`src/rtl/wsctx_pkg.sv`:
```
package wsctx_pkg;

  typedef enum logic [1:0] {
    OP_LOADWP = 2'd0,
    OP_CALL   = 2'd1,
    OP_RETURN = 2'd2,
    OP_NONE   = 2'd3
  } cmdOp_e;

  typedef enum logic [2:0] {
    AS_VEC0    = 3'd0,
    AS_VEC1    = 3'd1,
    AS_SAVE_WP = 3'd2,
    AS_SAVE_PC = 3'd3,
    AS_SAVE_ST = 3'd4,
    AS_RET_WP  = 3'd5,
    AS_RET_PC  = 3'd6,
    AS_RET_ST  = 3'd7
  } addrSel_e;

  typedef struct packed {
    logic     memReq;
    logic     memWe;
    addrSel_e addrSel;
    logic     latchVec;
    logic     vecFromIrq;
    logic     capWp;
    logic     capPc;
    logic     commitCall;
    logic     commitRet;
    logic     loadWpImm;
  } dpCtl_t;

endpackage

```
`src/rtl/wsctx_ctrl.sv`:
```
module wsctx_ctrl
  import wsctx_pkg::*;
#(
  parameter int MASK_W = 4
) (
  input  logic              clk,
  input  logic              rstN,
  input  logic              cmdValid,
  input  logic [1:0]        cmdOp,
  input  logic              boundary,
  input  logic              irqReq,
  input  logic [MASK_W-1:0] irqLevel,
  input  logic [MASK_W-1:0] stMask,
  output dpCtl_t            ctl,
  output logic              busy
);

  typedef enum logic [3:0] {
    ST_IDLE, ST_VR0, ST_VR1, ST_W13, ST_W14, ST_W15,
    ST_RT0, ST_RT1, ST_RT2, ST_RT3
  } seqState_e;

  seqState_e stateQ, stateD;
  logic irqOk, cmdOk;

  always_comb begin
    irqOk  = (stateQ == ST_IDLE) && boundary && irqReq && (irqLevel <= stMask);
    cmdOk  = (stateQ == ST_IDLE) && cmdValid && !irqOk;
    ctl    = '0;
    stateD = stateQ;
    case (stateQ)
      ST_IDLE: begin
        if (irqOk) begin
          ctl.latchVec   = 1'b1;
          ctl.vecFromIrq = 1'b1;
          stateD         = ST_VR0;
        end else if (cmdOk) begin
          case (cmdOp_e'(cmdOp))
            OP_LOADWP: ctl.loadWpImm = 1'b1;
            OP_CALL: begin
              ctl.latchVec = 1'b1;
              stateD       = ST_VR0;
            end
            OP_RETURN: stateD = ST_RT0;
            default: ;
          endcase
        end
      end
      ST_VR0: begin
        ctl.memReq  = 1'b1;
        ctl.addrSel = AS_VEC0;
        stateD      = ST_VR1;
      end
      ST_VR1: begin
        ctl.memReq  = 1'b1;
        ctl.addrSel = AS_VEC1;
        ctl.capWp   = 1'b1;
        stateD      = ST_W13;
      end
      ST_W13: begin
        ctl.memReq  = 1'b1;
        ctl.memWe   = 1'b1;
        ctl.addrSel = AS_SAVE_WP;
        ctl.capPc   = 1'b1;
        stateD      = ST_W14;
      end
      ST_W14: begin
        ctl.memReq  = 1'b1;
        ctl.memWe   = 1'b1;
        ctl.addrSel = AS_SAVE_PC;
        stateD      = ST_W15;
      end
      ST_W15: begin
        ctl.memReq     = 1'b1;
        ctl.memWe      = 1'b1;
        ctl.addrSel    = AS_SAVE_ST;
        ctl.commitCall = 1'b1;
        stateD         = ST_IDLE;
      end
      ST_RT0: begin
        ctl.memReq  = 1'b1;
        ctl.addrSel = AS_RET_WP;
        stateD      = ST_RT1;
      end
      ST_RT1: begin
        ctl.memReq  = 1'b1;
        ctl.addrSel = AS_RET_PC;
        ctl.capWp   = 1'b1;
        stateD      = ST_RT2;
      end
      ST_RT2: begin
        ctl.memReq  = 1'b1;
        ctl.addrSel = AS_RET_ST;
        ctl.capPc   = 1'b1;
        stateD      = ST_RT3;
      end
      ST_RT3: begin
        ctl.commitRet = 1'b1;
        stateD        = ST_IDLE;
      end
      default: stateD = ST_IDLE;
    endcase
  end

  always_ff @(posedge clk) begin
    if (!rstN) stateQ <= ST_IDLE;
    else       stateQ <= stateD;
  end

  assign busy = (stateQ != ST_IDLE);

endmodule

```
`src/rtl/wsctx_dp.sv`:
```
module wsctx_dp
  import wsctx_pkg::*;
#(
  parameter int          DATA_W   = 16,
  parameter int          MASK_W   = 4,
  parameter int          NUM_REGS = 16,
  parameter int unsigned RESET_PC = 'h0100,
  parameter int unsigned RESET_WP = 'h0080,
  parameter int unsigned RESET_ST = 'h000F
) (
  input  logic              clk,
  input  logic              rstN,
  input  dpCtl_t            ctl,
  input  logic [DATA_W-1:0] cmdArg,
  input  logic [MASK_W-1:0] irqLevel,
  input  logic [DATA_W-1:0] memRdata,
  output logic [DATA_W-1:0] memAddr,
  output logic [DATA_W-1:0] memWdata,
  output logic [DATA_W-1:0] pcOut,
  output logic [DATA_W-1:0] stOut,
  output logic [DATA_W-1:0] wpOut,
  output logic [MASK_W-1:0] stMask
);

  localparam int WORD_BYTES  = DATA_W / 8;
  localparam int VEC_SHIFT   = $clog2(2 * WORD_BYTES);
  localparam int OFS_SAVE_WP = (NUM_REGS - 3) * WORD_BYTES;
  localparam int OFS_SAVE_PC = (NUM_REGS - 2) * WORD_BYTES;
  localparam int OFS_SAVE_ST = (NUM_REGS - 1) * WORD_BYTES;

  logic [DATA_W-1:0] pcQ, stQ, wpQ, vecQ, newWpQ, newPcQ;
  logic              irqQ;
  logic [MASK_W-1:0] lvlQ, newMask;
  logic [DATA_W-1:0] irqVec;

  assign irqVec  = DATA_W'(irqLevel) << VEC_SHIFT;
  assign newMask = (lvlQ == '0) ? '0 : lvlQ - MASK_W'(1);

  always_ff @(posedge clk) begin
    if (!rstN) begin
      pcQ    <= DATA_W'(RESET_PC);
      stQ    <= DATA_W'(RESET_ST);
      wpQ    <= DATA_W'(RESET_WP);
      vecQ   <= '0;
      newWpQ <= '0;
      newPcQ <= '0;
      irqQ   <= 1'b0;
      lvlQ   <= '0;
    end else begin
      if (ctl.latchVec) begin
        vecQ <= ctl.vecFromIrq ? irqVec : cmdArg;
        irqQ <= ctl.vecFromIrq;
        lvlQ <= irqLevel;
      end
      if (ctl.capWp)     newWpQ <= memRdata;
      if (ctl.capPc)     newPcQ <= memRdata;
      if (ctl.loadWpImm) wpQ    <= cmdArg;
      if (ctl.commitCall) begin
        wpQ <= newWpQ;
        pcQ <= newPcQ;
        if (irqQ) stQ[MASK_W-1:0] <= newMask;
      end
      if (ctl.commitRet) begin
        wpQ <= newWpQ;
        pcQ <= newPcQ;
        stQ <= memRdata;
      end
    end
  end

  always_comb begin
    memAddr  = '0;
    memWdata = '0;
    case (ctl.addrSel)
      AS_VEC0:    memAddr = vecQ;
      AS_VEC1:    memAddr = vecQ + DATA_W'(WORD_BYTES);
      AS_SAVE_WP: begin
        memAddr  = newWpQ + DATA_W'(OFS_SAVE_WP);
        memWdata = wpQ;
      end
      AS_SAVE_PC: begin
        memAddr  = newWpQ + DATA_W'(OFS_SAVE_PC);
        memWdata = pcQ;
      end
      AS_SAVE_ST: begin
        memAddr  = newWpQ + DATA_W'(OFS_SAVE_ST);
        memWdata = stQ;
      end
      AS_RET_WP:  memAddr = wpQ + DATA_W'(OFS_SAVE_WP);
      AS_RET_PC:  memAddr = wpQ + DATA_W'(OFS_SAVE_PC);
      AS_RET_ST:  memAddr = wpQ + DATA_W'(OFS_SAVE_ST);
      default: ;
    endcase
  end

  assign pcOut  = pcQ;
  assign stOut  = stQ;
  assign wpOut  = wpQ;
  assign stMask = stQ[MASK_W-1:0];

endmodule

```
`src/rtl/wsctx_top.sv`:
```
module wsctx_top
  import wsctx_pkg::*;
#(
  parameter int          DATA_W     = 16,
  parameter int          NUM_LEVELS = 16,
  parameter int          NUM_REGS   = 16,
  parameter int unsigned RESET_PC   = 'h0100,
  parameter int unsigned RESET_WP   = 'h0080,
  parameter int unsigned RESET_ST   = 'h000F,
  localparam int         MASK_W     = $clog2(NUM_LEVELS)
) (
  input  logic              clk,
  input  logic              rstN,
  input  logic              cmdValid,
  input  logic [1:0]        cmdOp,
  input  logic [DATA_W-1:0] cmdArg,
  input  logic              boundary,
  input  logic              irqReq,
  input  logic [MASK_W-1:0] irqLevel,
  output logic              memReq,
  output logic              memWe,
  output logic [DATA_W-1:0] memAddr,
  output logic [DATA_W-1:0] memWdata,
  input  logic [DATA_W-1:0] memRdata,
  output logic [DATA_W-1:0] pcOut,
  output logic [DATA_W-1:0] stOut,
  output logic [DATA_W-1:0] wpOut,
  output logic              busy
);

  dpCtl_t            ctl;
  logic [MASK_W-1:0] stMask;

  wsctx_ctrl #(.MASK_W(MASK_W)) ctrl_i (
    .clk      (clk),
    .rstN     (rstN),
    .cmdValid (cmdValid),
    .cmdOp    (cmdOp),
    .boundary (boundary),
    .irqReq   (irqReq),
    .irqLevel (irqLevel),
    .stMask   (stMask),
    .ctl      (ctl),
    .busy     (busy)
  );

  wsctx_dp #(
    .DATA_W   (DATA_W),
    .MASK_W   (MASK_W),
    .NUM_REGS (NUM_REGS),
    .RESET_PC (RESET_PC),
    .RESET_WP (RESET_WP),
    .RESET_ST (RESET_ST)
  ) dp_i (
    .clk      (clk),
    .rstN     (rstN),
    .ctl      (ctl),
    .cmdArg   (cmdArg),
    .irqLevel (irqLevel),
    .memRdata (memRdata),
    .memAddr  (memAddr),
    .memWdata (memWdata),
    .pcOut    (pcOut),
    .stOut    (stOut),
    .wpOut    (wpOut),
    .stMask   (stMask)
  );

  assign memReq = ctl.memReq;
  assign memWe  = ctl.memWe;

endmodule

```
`config.mk`:
```
export PLATFORM = sky130hd
export DESIGN_NAME = wsctx_top
export DESIGN_NICKNAME = d
export VERILOG_FILES = /design/src/rtl/wsctx_pkg.sv /design/src/rtl/wsctx_ctrl.sv /design/src/rtl/wsctx_dp.sv /design/src/rtl/wsctx_top.sv
export SDC_FILE = /design/constraint.sdc
export NUM_CORES = 1
export LEC_CHECK = 0
export BUFFER_PORTS_ARGS = -buffer_cell sky130_fd_sc_hd__buf_2
export CAP_MARGIN = 0
export CORE_ASPECT_RATIO = 0.6
export CORE_MARGIN = 8
export CORE_UTILIZATION = 25
export DETAILED_ROUTE_END_ITERATION = 7
export GPL_TIMING_DRIVEN = 0
export PLACE_DENSITY = 0.54
export SLEW_MARGIN = 20
export SYNTH_ARGS = -nofsm -noshare
export SYNTH_HDL_FRONTEND = slang
export SYNTH_SLANG_ARGS = --single-unit
```
`constraint.sdc`:
```
create_clock -name clk -period 3.6 [get_ports clk]
set_clock_uncertainty 0.15 [all_clocks]
set_input_delay 0.72 -clock clk [delete_from_list [all_inputs] [get_ports clk]]
set_output_delay 0.72 -clock clk [all_outputs]
set_load 0.03 [all_outputs]
```
Word level (Yosys, flattened, before mapping)
Cells that the tools add are included.
Widths: inputs -> output; s select.
{"block": "word_totals", "reg_bits": 105, "latch_bits": 0, "mem_bits_rw": 0, "mem_bits_ro": 0, "inputBits": 43, "out_inout_bits": 83, "n_memories": 0}
{"block": "op_classes", "addsub": 8, "mul": 0, "div": 0, "n_lt_le_gt_ge": 1, "n_eq_ne": 20, "shifts": 0, "muxes": 32, "n_bitwise": 0, "n_reduce_logical": 20}
{"op": "$pmux 16 s8", "n": 1}
{"op": "$add 16x5->16 const B", "n": 6}
{"op": "$mux 16", "n": 6}
{"op": "$pmux 16 s3", "n": 1}
{"op": "$pmux 4 s8", "n": 1}
{"op": "$mux 4", "n": 6}
{"op": "$pmux 3 s7", "n": 1}
{"op": "$add 16x2->16 const B", "n": 1}
{"op": "$eq 4x3->1 const B", "n": 4}
{"op": "$mux 1", "n": 14}
{"op": "$eq 3x3->1 const B", "n": 4}
{"op": "$eq 4x2->1 const B", "n": 2}
{"op": "$eq 4x4->1 const B", "n": 2}
{"op": "$logic_not 4->1", "n": 2}
{"op": "$pmux 4 s2", "n": 1}
{"op": "$reduce_or 8->1", "n": 1}
{"op": "$eq 3x2->1 const B", "n": 2}
{"op": "$logic_and 1x1->1", "n": 5}
{"op": "$eq 4x1->1 const B", "n": 1}
{"op": "$le 4x4->1", "n": 1}
{"op": "$ne 4x3->1 const B", "n": 1}
{"op": "$reduce_and 2->1", "n": 2}
{"op": "$reduce_bool 2->1", "n": 2}
{"op": "$reduce_bool 4->1", "n": 1}
{"op": "other kinds (12)", "n": 13}

Logic depth before layout (Yosys ltp)
{"block": "logic_depth", "ltp_word": 12, "depth_mapped": 13, "mapped_depth_nobuf": 10}

Modules after synthesis
Synthesis repeated with hierarchy kept, for this count alone.
{"block": "unflattened", "cells_unflattened": 946, "area_unflattened_um2": 7623.6}
{"mod": "wsctx_dp", "n_inst": 1, "cells_each": 874, "area_per_inst_um2": 7098.1, "seq_area_each_um2": 2021.9}
{"mod": "wsctx_ctrl", "n_inst": 1, "cells_each": 72, "area_per_inst_um2": 525.5, "seq_area_each_um2": 80.1}

Worst setup path after synthesis
Ideal clock, no wire load.
{"block": "synth_timing", "path_kind": "reg-to-output", "startpoint": "register ctrl_i.stateQ[1]", "endpoint": "output port memAddr[11]", "arrival_time_ps": 3287, "required_ps": 2730, "setup_slack_ps": -557, "stages_incl_launch_ff": 14, "path_buffers": 4, "cell_sequence": "dfxtp_1 -> buf_6 -> or4b_1 -> buf_4 -> buf_1 -> mux2i_1 -> ha_1 -> nor3b_1 -> mux2i_1 -> clkbuf_1 -> nand4_1 -> a21oi_1 -> a31oi_1 -> a31oi_1"}
{"block": "synth_between", "elab_chain_len": 4, "word_cells_on_any_way": 17, "cone_classes": "eq/ne (14); mux (2); reduce/logical (1)"}
{"element": "start: declaration", "line": "wsctx_ctrl.sv:23", "rtl": "seqState_e stateQ, stateD;"}
{"element": "start signal: assignment", "line": "wsctx_ctrl.sv:107", "rtl": "else stateQ <= stateD;"}
{"element": "$eq 4x4->1, or another cell as far along", "line": "wsctx_ctrl.sv:31", "rtl": "case (stateQ)"}
{"element": "$pmux 3 s7 (*)", "line": "wsctx_ctrl.sv:31"}
{"element": "$eq 3x3->1, or another cell as far along", "line": "wsctx_dp.sv:74", "rtl": "case (ctl.addrSel)"}
{"element": "$pmux 16 s8 (*)", "line": "wsctx_dp.sv:74"}
{"element": "end: declaration", "line": "wsctx_top.sv:22", "rtl": "output logic [DATA_W-1:0] memAddr,"}
Every way passes the cells marked *; elsewhere a longest branch is shown, timed or not.

Worst setup path in the final report
{"block": "layout_timing", "startpoint": "register ctrl_i.stateQ[2]", "endpoint": "output port memAddr[5]"}
The elaborated chain is that of the path after synthesis.

==> impl_metrics.tcl <==
set metrics [dict create \
    fin_crit_ns 4.315 \
    vias 8710 \
    grt_usage_pct 21.39 \
    drt_first_pass_iters 6 \
    synth.distinct_cells 81 \
    tightest_slew_ns 1.025 \
    synth.ff_latch_count 105 \
    synth_seq_area_share_pct 28.42 \
    violations "negative setup slack" \
    gp_congestion 0.9992 \
    cts_tree "done" \
    critPathCaptureType "primary output" \
    wirelength_mm 38.77 \
    clock-sinks 105 \
    grt_first_pass_wirelength_mm 56.41 \
    synthCells 980 \
    synth-edff-count 0 \
    synth_flop_cell "dfxtp_1" \
    die_w_um 238.1 \
    grt_setup_unrepaired "true" \
    cp-start-kind "register" \
    min-delay-start "dp_i.newPcQ[8]" \
    fp-row-count 48 \
    setup.worst_path.end "memAddr[5]" \
    grt_max_degree 20 \
    die-area_um2 35520 \
    coreArea_um2 28950 \
    clk_pin_slew_ns 0.09 \
    hold_viol_final 0 \
    p_per_area_nw_per_um2 365.3 \
    cp.arrival_ns 3.45 \
    critical_path_class "register to primary output" \
    startpoint "ctrl_i.stateQ[2]" \
    r2r_end "dp_i.wpOut[13]" \
    ys_async_sr_fraction_pct 0 \
    fp.dieH_um 149.2 \
    period_share_pct 119.9 \
    status "finished, violations left" \
    setup_slack_ns -0.7151 \
    grt_overflow_total 0 \
    clock_latency_ns 0.38 \
    r2r_slack_ns 0.17 \
    drt-initial-drc-count 954 \
    synth_nets 1034 \
    drv_slew 0 \
    clock_path_buffers 2 \
    cts_root_buf "clkbuf_16" \
    finalSetupViolCount 14 \
    vias_per_cell 5.587 \
    cp.required_ns 2.73 \
    stdcell_count 1559 \
    place_worst_setup_slack_ns -1.210 \
    hold_path_depth 2 \
    drc 0 \
    maxCapViolCount 0 \
    hp-class "register to register" \
    antenna_found_initial 1 \
    dp.cells 1505 \
    ir_drop_uv 208.3 \
    total_power_mw 3.671 \
    antenna_left 0 \
    syn2layout_area_growth_pct 35.88 \
    fin_hold_ws_ns 0.3032 \
    syn_area_per_cell_um2 7.547 \
    grt_pass1_vias 8428 \
    leakagePower_nw 4.036 \
    fmax_mhz 231.7 \
    netlist_area_um2 7396 \
    cts_buffers 9 \
    reg2reg_depth 11 \
    r2r-start "ctrl_i.stateQ[1]" \
    insertedDiodeCount 0 \
    ys_warn_count 0 \
    cp_max_fo 9 \
    portBuffers 125 \
    utilization_pct 34.72 \
    nets 1208 \
    hpwl_mm 29.02 \
    timing.slew.headroom_pct 31.67 \
    wl_per_cell_um 24.87 \
    drive_above_1_share_pct 27.78 \
    num_io_pins 126 \
    ctsHtreeMaxLevel 3 \
    cts_hold_buf 0 \
    initial_core_util_pct 25.55 \
]
worst min path at each step:
stage | end
floorplan | dp_i.newPcQ[0]
global route | dp_i.newPcQ[10]
detailed placement | dp_i.newPcQ[0]
finish | dp_i.newPcQ[8]
global placement | dp_i.newPcQ[13]
CTS | dp_i.newPcQ[8]
power breakdown:
group / switching (mW) / total [mW] / internal [mW]
registers: 0.0714 / 1.29 / 1.21
clock network: 0.538 / 1.04 / 0.506
logic: 0.848 / 1.34 / 0.493
total: 1.46 / 3.67 / 2.21
cells in the mapped netlist, types with 3 or more instances:
cell | number | area (µm²)
buf_4 | 4 | 30.03
a22oi_1 | 12 | 90.09
a21oi_1 | 52 | 260.3
nor3_1 | 25 | 125.1
xnor2_1 | 26 | 227.7
mux2_2 | 3 | 33.78
ha_1 | 11 | 137.6
a221o_1 | 5 | 50.05
o211a_1 | 4 | 40.04
buf_1 | 8 | 30.03
and3_1 | 10 | 62.56
o221ai_1 | 7 | 61.31
nand4_1 | 9 | 56.30
a31oi_1 | 14 | 87.58
inv_1 | 33 | 123.9
o22ai_1 | 9 | 56.30
a211oi_1 | 6 | 45.04
and4_1 | 3 | 26.28
nor3b_1 | 4 | 30.03
o211ai_1 | 5 | 37.54
a21boi_0 | 25 | 187.7
nor2b_1 | 8 | 50.05
o31ai_1 | 3 | 22.52
mux2i_1 | 36 | 360.4
buf_2 | 13 | 65.06
a32oi_1 | 4 | 35.03
buf_6 | 3 | 33.78
o21ai_1 | 10 | 50.05
a22o_1 | 13 | 113.9
or4_1 | 3 | 22.52
dfxtp_1 | 105 | 2102
o21ai_0 | 41 | 205.2
a221oi_1 | 6 | 52.55
clkbuf_1 | 63 | 236.5
nor4_1 | 12 | 75.07
xor2_1 | 20 | 175.2
nand3_1 | 41 | 205.2
a21boi_1 | 35 | 262.8
nand2b_1 | 7 | 43.79
nand2_1 | 158 | 593.1
nor2_1 | 58 | 217.7
a222oi_1 | 16 | 160.2
metrics by stage:
step | setup TNS [ns] | cell area, µm²
after floorplan | -0.3686 | 7580
after global placement | -15.49 | 8706
after detailed placement | -15.82 | 8711
after CTS | -6.446 | 9784
after global routing | -8.185 | 10050
final | -6.697 | 10050
kinds of logic (layout without fill, tap and decap cells):
kind of cell | count (synthesis) | count (layout) | synth area share (%)
compound gates | 292 | 292 | 27.73
xor+xnor | 46 | 46 | 5.448
fa+ha+maj | 12 | 12 | 1.996
buf+inv | 124 | 302 | 7.021
flops | 105 | 105 | 28.42
mux | 42 | 43 | 5.972
simple gates | 359 | 359 | 23.41
per-layer routing:
metal	track usage [%]	share of wire, %	up-vias
li1	-	-	3922
met1	32.03	48	4233
met2	28.40	38	513
met3	6.697	12	40
met4	5.967	2.0	2
met5	0	0.028	-
critical path, stage by stage (launching register included):
cell	delay (ns)
dfxtp_2	0.32
buf_6	0.13
or4b_4	0.51
buf_12	0.15
buf_12	0.12
mux2i_1	0.16
ha_2	0.24
nor3b_4	0.24
mux2i_4	0.14
buf_6	0.14
buf_8	0.11
a221oi_2	0.26
a21oi_1	0.08
a211o_1	0.30
buf_6	0.16
cell type report:
type | instances | area, µm²
Timing Repair Buffer | 165 | 1052
Clock inverter | 6 | 53.80
Buffer | 88 | 564.3
Clock buffer | 10 | 239.0
Fill cell | 3149 | 18900
Inverter | 33 | 123.9
Multi-Input combinational cell | 752 | 5406
Tap cell | 400 | 500.5
Sequential cell | 105 | 2110
cell usage in the layout (no fill, tap or decap), types with 10 or more instances in the layout:
master,instances
nand2_1,156
buf_2,125
dfxtp_1,101
nor2_1,53
a21oi_1,46
clkbuf_1,40
o21ai_0,40
buf_4,36
nand3_1,36
a21boi_1,35
inv_1,33
mux2i_1,32
xnor2_1,25
a21boi_0,25
buf_6,24
xor2_1,20
a222oi_1,16
nor3_1,16
a22o_1,13
clkbuf_16,12
a22oi_1,10
flip-flops by register name (all words and copies together), names as in the netlist:
register       flops
dp_i.wpOut        16
dp_i.vecQ         16
ctrl_i.stateQ      4
dp_i.lvlQ          4
dp_i.irqQ          1
dp_i.pcOut        16
dp_i.newPcQ       16
dp_i.stOut        16
dp_i.newWpQ       16
repair_timing:
item,4_1_cts,5_1_grt
gates resized for setup,132,47
cloned,2,0
setup buffers,29,10
setup endpoints to repair,32,31
pin swaps,24,21
No activity file was read; power rests on OpenSTA's default activity.
